[src/rtl/uart_tx_pkg.sv]
package uart_tx_pkg;
  localparam int MAX_DATA_BITS = 8;
  localparam int FRAME_BITS    = 1 + MAX_DATA_BITS + 1 + 2;
  localparam int LEFT_W        = $clog2(FRAME_BITS + 1);

  typedef struct packed {
    logic       spare;
    logic       brk;
    logic       par_stick;
    logic       par_even;
    logic       par_en;
    logic       two_stop;
    logic [1:0] wlen;
  } line_cfg_t;
endpackage

[src/rtl/tx_hold_buf.sv]
module tx_hold_buf #(
  parameter int DATA_W = 8
) (
  input  logic              clk,
  input  logic              rst_n,
  input  logic              in_valid,
  input  logic [DATA_W-1:0] in_data,
  output logic              in_ready,
  input  logic              take,
  output logic [DATA_W-1:0] held_data,
  output logic              full
);
  always_ff @(posedge clk or negedge rst_n) begin
    if (!rst_n) begin
      full      <= 1'b0;
      held_data <= '0;
    end else if (take) begin
      full <= 1'b0;
    end else if (in_valid && !full) begin
      full      <= 1'b1;
      held_data <= in_data;
    end
  end

  assign in_ready = !full;

  assert_full_needs_valid_R2: assert property (@(posedge clk) disable iff (!rst_n)
    $rose(full) |-> $past(in_valid));
  assert_data_kept_while_full_R2: assert property (@(posedge clk) disable iff (!rst_n)
    (full && $past(full)) |-> $stable(held_data));
endmodule

[src/rtl/tx_frame_build.sv]
module tx_frame_build
  import uart_tx_pkg::*;
(
  input  logic [MAX_DATA_BITS-1:0] data,
  input  line_cfg_t                cfg,
  output logic [FRAME_BITS-1:0]    frame,
  output logic [LEFT_W-1:0]        nbits
);
  int   dlen;
  int   total;
  logic par_bit;
  logic data_xor;

  always_comb begin
    dlen     = 5 + int'(cfg.wlen);
    data_xor = 1'b0;
    for (int i = 0; i < MAX_DATA_BITS; i++) begin
      if (i < dlen) data_xor = data_xor ^ data[i];
    end
    if (cfg.par_stick) par_bit = !cfg.par_even;
    else if (cfg.par_even) par_bit = data_xor;
    else par_bit = !data_xor;

    frame    = '1;
    frame[0] = 1'b0;
    for (int i = 0; i < MAX_DATA_BITS; i++) begin
      if (i < dlen) frame[1 + i] = data[i];
    end
    if (cfg.par_en) frame[1 + dlen] = par_bit;

    total = 1 + dlen + (cfg.par_en ? 1 : 0) + (cfg.two_stop ? 2 : 1);
    nbits = LEFT_W'(total);
  end
endmodule

[src/rtl/tx_bit_timer.sv]
module tx_bit_timer #(
  parameter int TICKS_PER_BIT = 16
) (
  input  logic clk,
  input  logic rst_n,
  input  logic run,
  input  logic restart,
  input  logic tick,
  output logic bit_done
);
  localparam int CNT_W = $clog2(TICKS_PER_BIT);
  localparam logic [CNT_W-1:0] LAST = CNT_W'(TICKS_PER_BIT - 1);

  logic [CNT_W-1:0] cnt;

  assign bit_done = run && !restart && tick && (cnt == LAST);

  always_ff @(posedge clk or negedge rst_n) begin
    if (!rst_n) cnt <= '0;
    else if (restart || !run) cnt <= '0;
    else if (tick) cnt <= bit_done ? '0 : cnt + 1'b1;
  end

  assert_count_holds_without_tick_R6: assert property (@(posedge clk) disable iff (!rst_n)
    ($past(run) && run && !$past(tick) && !$past(restart)) |-> $stable(cnt));
endmodule

[src/rtl/tx_shifter.sv]
module tx_shifter
  import uart_tx_pkg::*;
(
  input  logic                  clk,
  input  logic                  rst_n,
  input  logic                  hold_full,
  input  logic                  cts_n,
  input  logic [FRAME_BITS-1:0] frame_in,
  input  logic [LEFT_W-1:0]     nbits_in,
  input  logic                  bit_done,
  output logic                  load,
  output logic                  busy,
  output logic                  line_bit
);
  logic [FRAME_BITS-1:0] sreg;
  logic [LEFT_W-1:0]     left;

  assign load     = !busy && hold_full && !cts_n;
  assign line_bit = sreg[0];

  always_ff @(posedge clk or negedge rst_n) begin
    if (!rst_n) begin
      sreg <= '1;
      left <= '0;
      busy <= 1'b0;
    end else if (load) begin
      sreg <= frame_in;
      left <= nbits_in;
      busy <= 1'b1;
    end else if (busy && bit_done) begin
      sreg <= {1'b1, sreg[FRAME_BITS-1:1]};
      left <= left - 1'b1;
      if (left == LEFT_W'(1)) busy <= 1'b0;
    end
  end

  assert_no_start_without_cts_R8: assert property (@(posedge clk) disable iff (!rst_n)
    (!busy && cts_n) |=> !busy);
  assert_frame_ends_on_stop_R4: assert property (@(posedge clk) disable iff (!rst_n)
    $fell(busy) |-> $past(sreg[0]));
  assert_bits_stable_between_ticks_R6: assert property (@(posedge clk) disable iff (!rst_n)
    (busy && !bit_done && !load) |=> $stable(sreg));
endmodule

[src/rtl/serial_char_sender.sv]
module serial_char_sender
  import uart_tx_pkg::*;
#(
  parameter int TICKS_PER_BIT = 16
) (
  input  logic       clk,
  input  logic       rst_n,
  input  logic       baud_tick,
  input  logic [7:0] line_ctrl,
  input  logic       in_valid,
  input  logic [7:0] in_data,
  output logic       in_ready,
  input  logic       cts_n,
  output logic       serial_out,
  output logic       hold_empty,
  output logic       tx_empty
);
  line_cfg_t                cfg;
  logic                     full;
  logic                     load;
  logic                     busy;
  logic                     line_bit;
  logic                     bit_done;
  logic [MAX_DATA_BITS-1:0] held;
  logic [FRAME_BITS-1:0]    frame;
  logic [LEFT_W-1:0]        nbits;

  assign cfg = line_cfg_t'(line_ctrl);

  tx_hold_buf #(.DATA_W(MAX_DATA_BITS)) u_hold (
    .clk(clk), .rst_n(rst_n), .in_valid(in_valid), .in_data(in_data),
    .in_ready(in_ready), .take(load), .held_data(held), .full(full)
  );

  tx_frame_build u_build (
    .data(held), .cfg(cfg), .frame(frame), .nbits(nbits)
  );

  tx_bit_timer #(.TICKS_PER_BIT(TICKS_PER_BIT)) u_timer (
    .clk(clk), .rst_n(rst_n), .run(busy), .restart(load),
    .tick(baud_tick), .bit_done(bit_done)
  );

  tx_shifter u_shift (
    .clk(clk), .rst_n(rst_n), .hold_full(full), .cts_n(cts_n),
    .frame_in(frame), .nbits_in(nbits), .bit_done(bit_done),
    .load(load), .busy(busy), .line_bit(line_bit)
  );

  assign serial_out = cfg.brk ? 1'b0 : (busy ? line_bit : 1'b1);
  assign hold_empty = !full;
  assign tx_empty   = !full && !busy;

  assert_load_frees_holding_R7: assert property (@(posedge clk) disable iff (!rst_n)
    load |=> hold_empty);
  assert_empty_line_idle_R10: assert property (@(posedge clk) disable iff (!rst_n)
    tx_empty |-> (serial_out || line_ctrl[6]));
  assert_ready_tracks_holding_R2: assert property (@(posedge clk) disable iff (!rst_n)
    (in_valid && in_ready && !load) |=> !in_ready);
endmodule

[config.mk]
export PLATFORM = sky130hd
export DESIGN_NAME = serial_char_sender
export DESIGN_NICKNAME = d
export VERILOG_FILES = /design/src/rtl/uart_tx_pkg.sv /design/src/rtl/tx_hold_buf.sv /design/src/rtl/tx_frame_build.sv /design/src/rtl/tx_bit_timer.sv /design/src/rtl/tx_shifter.sv /design/src/rtl/serial_char_sender.sv
export SDC_FILE = /design/constraint.sdc
export NUM_CORES = 1
export LEC_CHECK = 0
export BUFFER_PORTS_ARGS = -buffer_cell sky130_fd_sc_hd__buf_2
export CELL_PAD_IN_SITES_DETAIL_PLACEMENT = 1
export CELL_PAD_IN_SITES_GLOBAL_PLACEMENT = 2
export CORE_MARGIN = 2
export CORE_UTILIZATION = 36
export DETAILED_ROUTE_END_ITERATION = 8
export GPL_TIMING_DRIVEN = 1
export HOLD_SLACK_MARGIN = 0.06
export PLACE_DENSITY_LB_ADDON = 0.1
export SLEW_MARGIN = 20
export SYNTH_ARGS = -nofsm -noshare
export SYNTH_HDL_FRONTEND = slang
export SYNTH_SLANG_ARGS = --single-unit
[constraint.sdc]
create_clock -name clk -period 2.48 [get_ports clk]
set_input_delay 0.248 -clock clk [delete_from_list [all_inputs] [get_ports clk]]
set_output_delay 0.248 -clock clk [all_outputs]
set_load 0.01 [all_outputs]
After elaboration in Yosys (flattened, before gate mapping)
Cells that the tools add are included.

Register bits: 30. Bits of input ports: 21. Output and inout port bits: 4. Word-level logic and storage cells: 92.

Add/sub/neg operators: 6. $lt $le $gt $ge: 10. Equal/unequal tests: 2. Multiplexer cells: 38. Bitwise operators: 8. Reductions and logical operators: 22.

Operators with widths (count): $lt 4x32->1 const A (4); $lt 3x32->1 const A (2); $mux 12 (3); $ge 32x1->1 const B (1); $lt 1x32->1 const A (1); $lt 2x32->1 const A (1); $lt 32x6->1 const B (1); $mux 1 (27); $mux 4 (5); $bwmux 12 (1); $logic_and 1x1->1 (9); $add 4x4->4 (2); $reduce_bool 2->1 (4); $xor 1x1->1 (7); $logic_not 1->1 (6); $add 1x4->5 const A (1); $add 3x2->4 const A (1); $add 4x1->4 const B (1); $demux 1 s4 (1); $eq 4x1->1 const B (1); $eq 4x4->1 const B (1); $reduce_and 2->1 (2); $sub 4x1->4 const B (1); $mux 2 (1); 2 further kinds (2).

Logic depth before layout (Yosys ltp)
Word-level depth: 23. Mapped depth: 11. Depth with buffers taken out: 10.

Cells and area by module
Synthesis repeated with hierarchy kept, for this count alone.

Cell total of the unflattened synthesis: 181. Area total of the unflattened synthesis: 1928.1 um2.

By module, submodules not included: tx_shifter (instances 1, cells an instance 71, area each 828.3 um2, seq. area each 440.4 um2); tx_frame_build (instances 1, cells an instance 62, area each 498.0 um2, seq. area each 0.0 um2); tx_hold_buf (instances 1, cells an instance 21, area each 345.3 um2, seq. area each 225.2 um2); tx_bit_timer (instances 1, cells an instance 23, area each 236.5 um2, seq. area each 100.1 um2); serial_char_sender (instances 1, cells an instance 4, area each 20.0 um2, seq. area each 0.0 um2).

Worst setup path before layout
No wires, ideal clock.

Path kind: in2reg. From: in line_ctrl[0]. To: reg u_shift.sreg[11]. Arrival: 2.169 ns. Setup slack: 0.214 ns. Stages on the path: 11. Path buffers: 1. Path through: inv_1 > ha_1 > inv_1 > ha_1 > nor2b_1 > xnor2_1 > xnor3_1 > or3_1 > buf_2 > a21boi_4 > a31oi_1.

Word-level cells in the longest chain between the ends: 23. Elaborated cells between the ends (all ways): 36. Classes of those cells: 2 x add/sub; 10 x order compare; 15 x mux; 7 x bitwise; 2 x reduce/logical.

Ends and longest elaborated chain: from (decl) (line serial_char_sender.sv:9) `input logic [7:0] line_ctrl,`; $add 3x2->4 (*) (line tx_frame_build.sv:15) `dlen = 5 + int'(cfg.wlen);`; $lt 1x32->1 (line tx_frame_build.sv:18) `if (i < dlen) data_xor = data_xor ^ data[i];`; $mux 1 (line tx_frame_build.sv:18); $xor 1x1->1 (line tx_frame_build.sv:18); $mux 1 (line tx_frame_build.sv:18); $xor 1x1->1 (line tx_frame_build.sv:18); $mux 1 (line tx_frame_build.sv:18); $xor 1x1->1 (line tx_frame_build.sv:18); [7 not listed]; $xor 1x1->1 (line tx_frame_build.sv:18); $mux 1 (line tx_frame_build.sv:18); $logic_not 1->1 (line tx_frame_build.sv:22) `else par_bit = !data_xor;`; $mux 1 (line tx_frame_build.sv:21) `else if (cfg.par_even) par_bit = data_xor;`; $mux 1 (line tx_frame_build.sv:20) `if (cfg.par_stick) par_bit = !cfg.par_even;`; $bwmux 12 (*) (line tx_frame_build.sv:29) `if (cfg.par_en) frame[1 + dlen] = par_bit;`; $mux 12 (*) (line tx_frame_build.sv:29); $mux 12 (*) (line tx_shifter.sv:26) `end else if (load) begin`; to (signal assigned) (line tx_shifter.sv:27) `sreg <= frame_in;`; to (signal assigned) (line tx_shifter.sv:31) `sreg <= {1'b1, sreg[FRAME_BITS-1:1]};`; to (decl) (line tx_shifter.sv:15) `logic [FRAME_BITS-1:0] sreg;`.

Every way passes the cells marked *; elsewhere a longest branch is shown, timed or not. A chain may end at the register's enable or synchronous reset.

Final worst setup path
From: in line_ctrl[0]. To: reg u_shift.sreg[7].

Word-level cells in the longest chain between the ends: 23. Elaborated cells between the ends (all ways): 37. Classes of those cells: 2 x add/sub; 10 x order compare; 16 x mux; 7 x bitwise; 2 x reduce/logical.

Ends and longest elaborated chain (line): $add 3x2->4 (*) (tx_frame_build.sv:15); $lt 1x32->1 (tx_frame_build.sv:18); $mux 1 (tx_frame_build.sv:18); $xor 1x1->1 (tx_frame_build.sv:18); $mux 1 (tx_frame_build.sv:18); $xor 1x1->1 (tx_frame_build.sv:18); $mux 1 (tx_frame_build.sv:18); $xor 1x1->1 (tx_frame_build.sv:18); [7 not listed]; $xor 1x1->1 (tx_frame_build.sv:18); $mux 1 (tx_frame_build.sv:18); $logic_not 1->1 (tx_frame_build.sv:22); $mux 1 (tx_frame_build.sv:21); $mux 1 (tx_frame_build.sv:20); $bwmux 12 (tx_frame_build.sv:29); $mux 12 (*) (tx_frame_build.sv:29); $mux 12 (*) (tx_shifter.sv:26).

Marks and branches as above.

==> run summary <==
The total of buffers placed on input and output ports is 23, and the logic depth of the worst register-to-register path is 7. Summed over all layers, the routed wires come to 4.50 mm. Counting every net in the synthesized netlist gives 240. Counting flops with a built-in enable in the synthesized netlist gives 0. TritonCTS built the clock tree.

The overall overflow remaining after global route came out at 0. The most common cell in the synthesized netlist is sky130_fd_sc_hd__nand2_1. The sequential cell area fraction in the yosys report is 39.5%.

The fraction of final layout cells sized beyond drive strength 1 was 28.4%. Setup repair after global routing left no endpoint under its margin. The repair_antennas step left the layout with diodes totalling 0. In this run the static leakage power is 1.05 nW. After synthesis, the cell types taking the most area are sky130_fd_sc_hd__dfrtp_1, sky130_fd_sc_hd__dfstp_2, sky130_fd_sc_hd__ha_1, sky130_fd_sc_hd__nand2_1, sky130_fd_sc_hd__mux2_2.

STA classifies the critical path endpoint as a flop. Using the TritonRoute via totals, the vias-per-cell ratio works out to 5.07. After detailed placement, the design holds a cell count of 297.

The initial utilization of the core area, before any placement, comes to 37.7%. Net switching is 35.0% of the power. The clock network is responsible for 19.0% of the overall power. The vias after detailed routing was 1551. The first-pass iteration count of the detailed router was 4.

The number of antenna violations at the first check in global routing is 0, and the number of warnings reported in the yosys synthesis log is 0. After floorplanning, the core was divided into 26 placement rows. The first global-routing pass estimated 7.95 mm of wire. In this run the worst setup path begins at line_ctrl[0]. The worst setup path is launched from an input port. For this run, the leading register cell type out of synthesis is sky130_fd_sc_hd__dfrtp_1. After clock tree synthesis, the clock-pin slew on the worst setup and hold paths is 0.07 ns. At the later pin of the worst-skew pair, clock insertion delay measures 0.28 ns. Counting I/O delays and the setup requirement, the final critical path takes 2.22 ns.

The highest fanout seen on the critical path was 5. Sequential cells account for 38.1% of the total power. The total internal power is 1.66 mW. The synthesized design spends more area on one cell type than any other, namely sky130_fd_sc_hd__dfrtp_1. The average footprint of a synthesized cell works out to 9.55 um2. The number of clock sinks seen by CTS was 30.

After synthesis, the netlist uses 41 different library cells. The die extent in x works out to 77.4 um. The critical path is of the in2reg type.

Entering global routing, the biggest net connects 31 pins. Measured against its own limit, the worst slew margin works out to 54.6%. Across the routed clock network, the largest skew measured is 0.00652 ns.

Setup violations remaining at the end of the flow were counted as 0. Ranked by instance count, the synthesized netlist is headed by sky130_fd_sc_hd__nand2_1, sky130_fd_sc_hd__dfrtp_1, sky130_fd_sc_hd__ha_1. For the final routed database, the setup TNS stands at 0 ns. At the pin with the least slew margin, the transition time is 0.680 ns. The async set or reset register ratio after synthesis was 100%; the sum of net half-perimeters after detailed placement was 3.52 mm. For the net switching power, the log shows 0.891 mW.

For the worst setup path, the data required time is 2.68 ns. No sink is reached through more buffers than the 2 on the longest clock path. Relative to the synthesized area, the layout overhead comes to 18.8%.

The instance count along the most critical hold path came out at 2. The run gives 5990 um2 as the floorplan die area. The DRC marker count from the first detailed-route iteration came out at 43.

Remaining antenna violation count after routing: 0. The tools report the cell count after synthesis as 203. The tightest min-delay check is of the in2reg type. The data arrival time of the critical path is 2.42 ns. The startpoint identified for the worst hold timing path is in_data[6]. The final number of max-transition violations is 0. After synthesis the netlist holds a flip-flop and latch count of 30. The global router's overall resource usage is 16.7%. The tools report the launch point of the worst reg-to-reg path as u_hold.held_data[6]$_DFFE_PN0P_. Combinational cells account for 42.9% of the total power. The final-report hold violation count came out at 0. The flow ran to the end, and the final reports show no timing, DRC or antenna violations. The maximum vdd ir drop was 0.000671 V.

Max-cap violations in this run came to 0. In the final design database the tool counted 272 nets. The cell area after synthesis is 1940 um2, and the final routed wire length divided by cell count is 14.7 um. Fill cells in the final layout number 619. The part of the cycle the worst path needs is 89.4%. The H-tree was split into 2 levels. The die extent in y is 77.4 um, and the number of non-filler instances in the completed layout is 306. The share of Yosys cell area claimed by the top area cell type was 23.2%; the number of global-route vias before repair was 1623. After floorplanning, the core was sized to cover 5140 um2. Dividing total power by cell area gives a power density of 1110 nW/um2.

The tools report the maximum clock rate as 451 MHz. After detailed routing, the number of remaining DRC violations is 0. The run gives 25 as the I/O pin count. The cell sitting at the root of the clock tree is a sky130_fd_sc_hd__clkbuf_8. The run gives 0.803 as the final weighted congestion in routability-driven placement. The number of clock buffers added by TritonCTS is 5. The tools report the final core utilization as 44.8%.
## final timing paths
check,slack (ns),end
max in group asynchronous,1.51,u_hold.held_data[0]$_DFFE_PN0P_
min,0.20,u_hold.held_data[6]$_DFFE_PN0P_
max reg2reg,0.42,u_shift.sreg[7]$_DFFE_PN1P_
max,0.26,u_shift.sreg[7]$_DFFE_PN1P_
min reg2reg,0.52,u_shift.sreg[10]$_DFFE_PN1P_
min in group asynchronous,0.54,u_hold.full$_DFFE_PN0P_
## worst max-delay path, stage by stage
cell	delay (ns)
sky130_fd_sc_hd__buf_2	0.12
sky130_fd_sc_hd__inv_1	0.08
sky130_fd_sc_hd__ha_1	0.17
sky130_fd_sc_hd__inv_1	0.07
sky130_fd_sc_hd__ha_1	0.19
sky130_fd_sc_hd__nor2b_1	0.14
sky130_fd_sc_hd__xnor2_1	0.17
sky130_fd_sc_hd__xnor3_1	0.45
sky130_fd_sc_hd__or3_1	0.39
sky130_fd_sc_hd__buf_4	0.18
sky130_fd_sc_hd__nand2_1	0.10
sky130_fd_sc_hd__a41oi_1	0.12
## power by group through the flow
stage | clock network, mW | logic, mW | registers [mW]
finish | 0.483 | 1.09 | 0.971
global route | 0.528 | 1.24 | 1.01
CTS | 0.501 | 1.11 | 0.976
detailed placement | 0 | 1.11 | 0.982
global placement | 0 | 1.06 | 0.959
floorplan | 0 | 0.808 | 0.906
## placed cells by master, fill, tap and decap left out, drive strengths merged, types with 2 or more instances in the layout
master   synthesis  layout
nand2           31      31
a2111oi          2       2
nor2b            6       6
dfstp           12      12
nor3             3       3
a31oi            7       7
o31ai            2       2
a22oi            2       2
nand3            9       9
clkbuf           8       5
mux2i            5       5
xnor2            9       9
fa               2       2
buf              3      35
xor2             3       3
o21ai           10      10
dfrtp           18      18
and3             5       5
a21oi            5       5
a21boi           3       3
ha              14      14
nor2             7       7
clkinv           0       2
nand3b           2       2
mux2             8       8
inv             13      13
or3              3       3
and2             2       2
## sequential cells by signal, indices dropped and copies added (netlist names)
signal / cells
u_shift.left: 4
u_shift.busy: 1
u_timer.cnt: 4
u_hold.full: 1
u_shift.sreg: 12
u_hold.held_data: 8
## layer usage
layer / track usage, % / wire, um / part of all wire (%) / vias up
met5: 0 / 0 / 0 / -
met4: 4.29 / 44 / 0.98 / 0
met1: 22.4 / 2110 / 47 / 749
li1: - / - / - / 764
met3: 3.14 / 143 / 3.2 / 6
met2: 27.8 / 2200 / 49 / 32
## area by class of cell
| class | count | area [um2] | share of cell area [%] |
|---|---|---|---|
| Timing Repair Buffer | 36 | 215 | 9.34 |
| Clock inverter | 3 | 40.0 | 1.74 |
| Sequential cell | 30 | 766 | 33.2 |
| Inverter | 13 | 48.8 | 2.12 |
| Tap cell | 70 | 87.6 | 3.80 |
| Clock buffer | 5 | 68.8 | 2.99 |
| Multi-Input combinational cell | 149 | 1080 | 46.8 |
## logic make-up (layout without fill, tap and decap cells)
group	after synthesis	count (layout)	synth area share (%)
AO/OA/AOI/OAI	38	38	13.5
buffers and inverters	24	57	4.97
XOR/XNOR	13	13	6.97
flip-flops	30	30	39.5
multiplexers	13	13	7.23
adder cells (fa/ha/maj)	16	16	11.1
AND/OR/NAND/NOR	69	69	16.7
## through the flow
step / power, mW / setup WS (ns) / hold slack, ns / instance area, um2
floorplan: 1.71 / 0.214 / -0.0476 / 1940
global placement: 2.02 / -0.00526 / 0.316 / 2180
detailed placement: 2.09 / -0.0737 / 0.335 / 2180
CTS: 2.59 / 0.227 / 0.190 / 2300
global route: 2.78 / 0.0127 / 0.196 / 2300
finish: 2.55 / 0.262 / 0.198 / 2300
## what timing repair did
action / CTS / global route
hold buffers: 1 / 0
hold endpoints to repair: 18 / 0
resized for setup: 0 / 0
buffers inserted: 0 / 0
(Power assumes the default switching activity.)
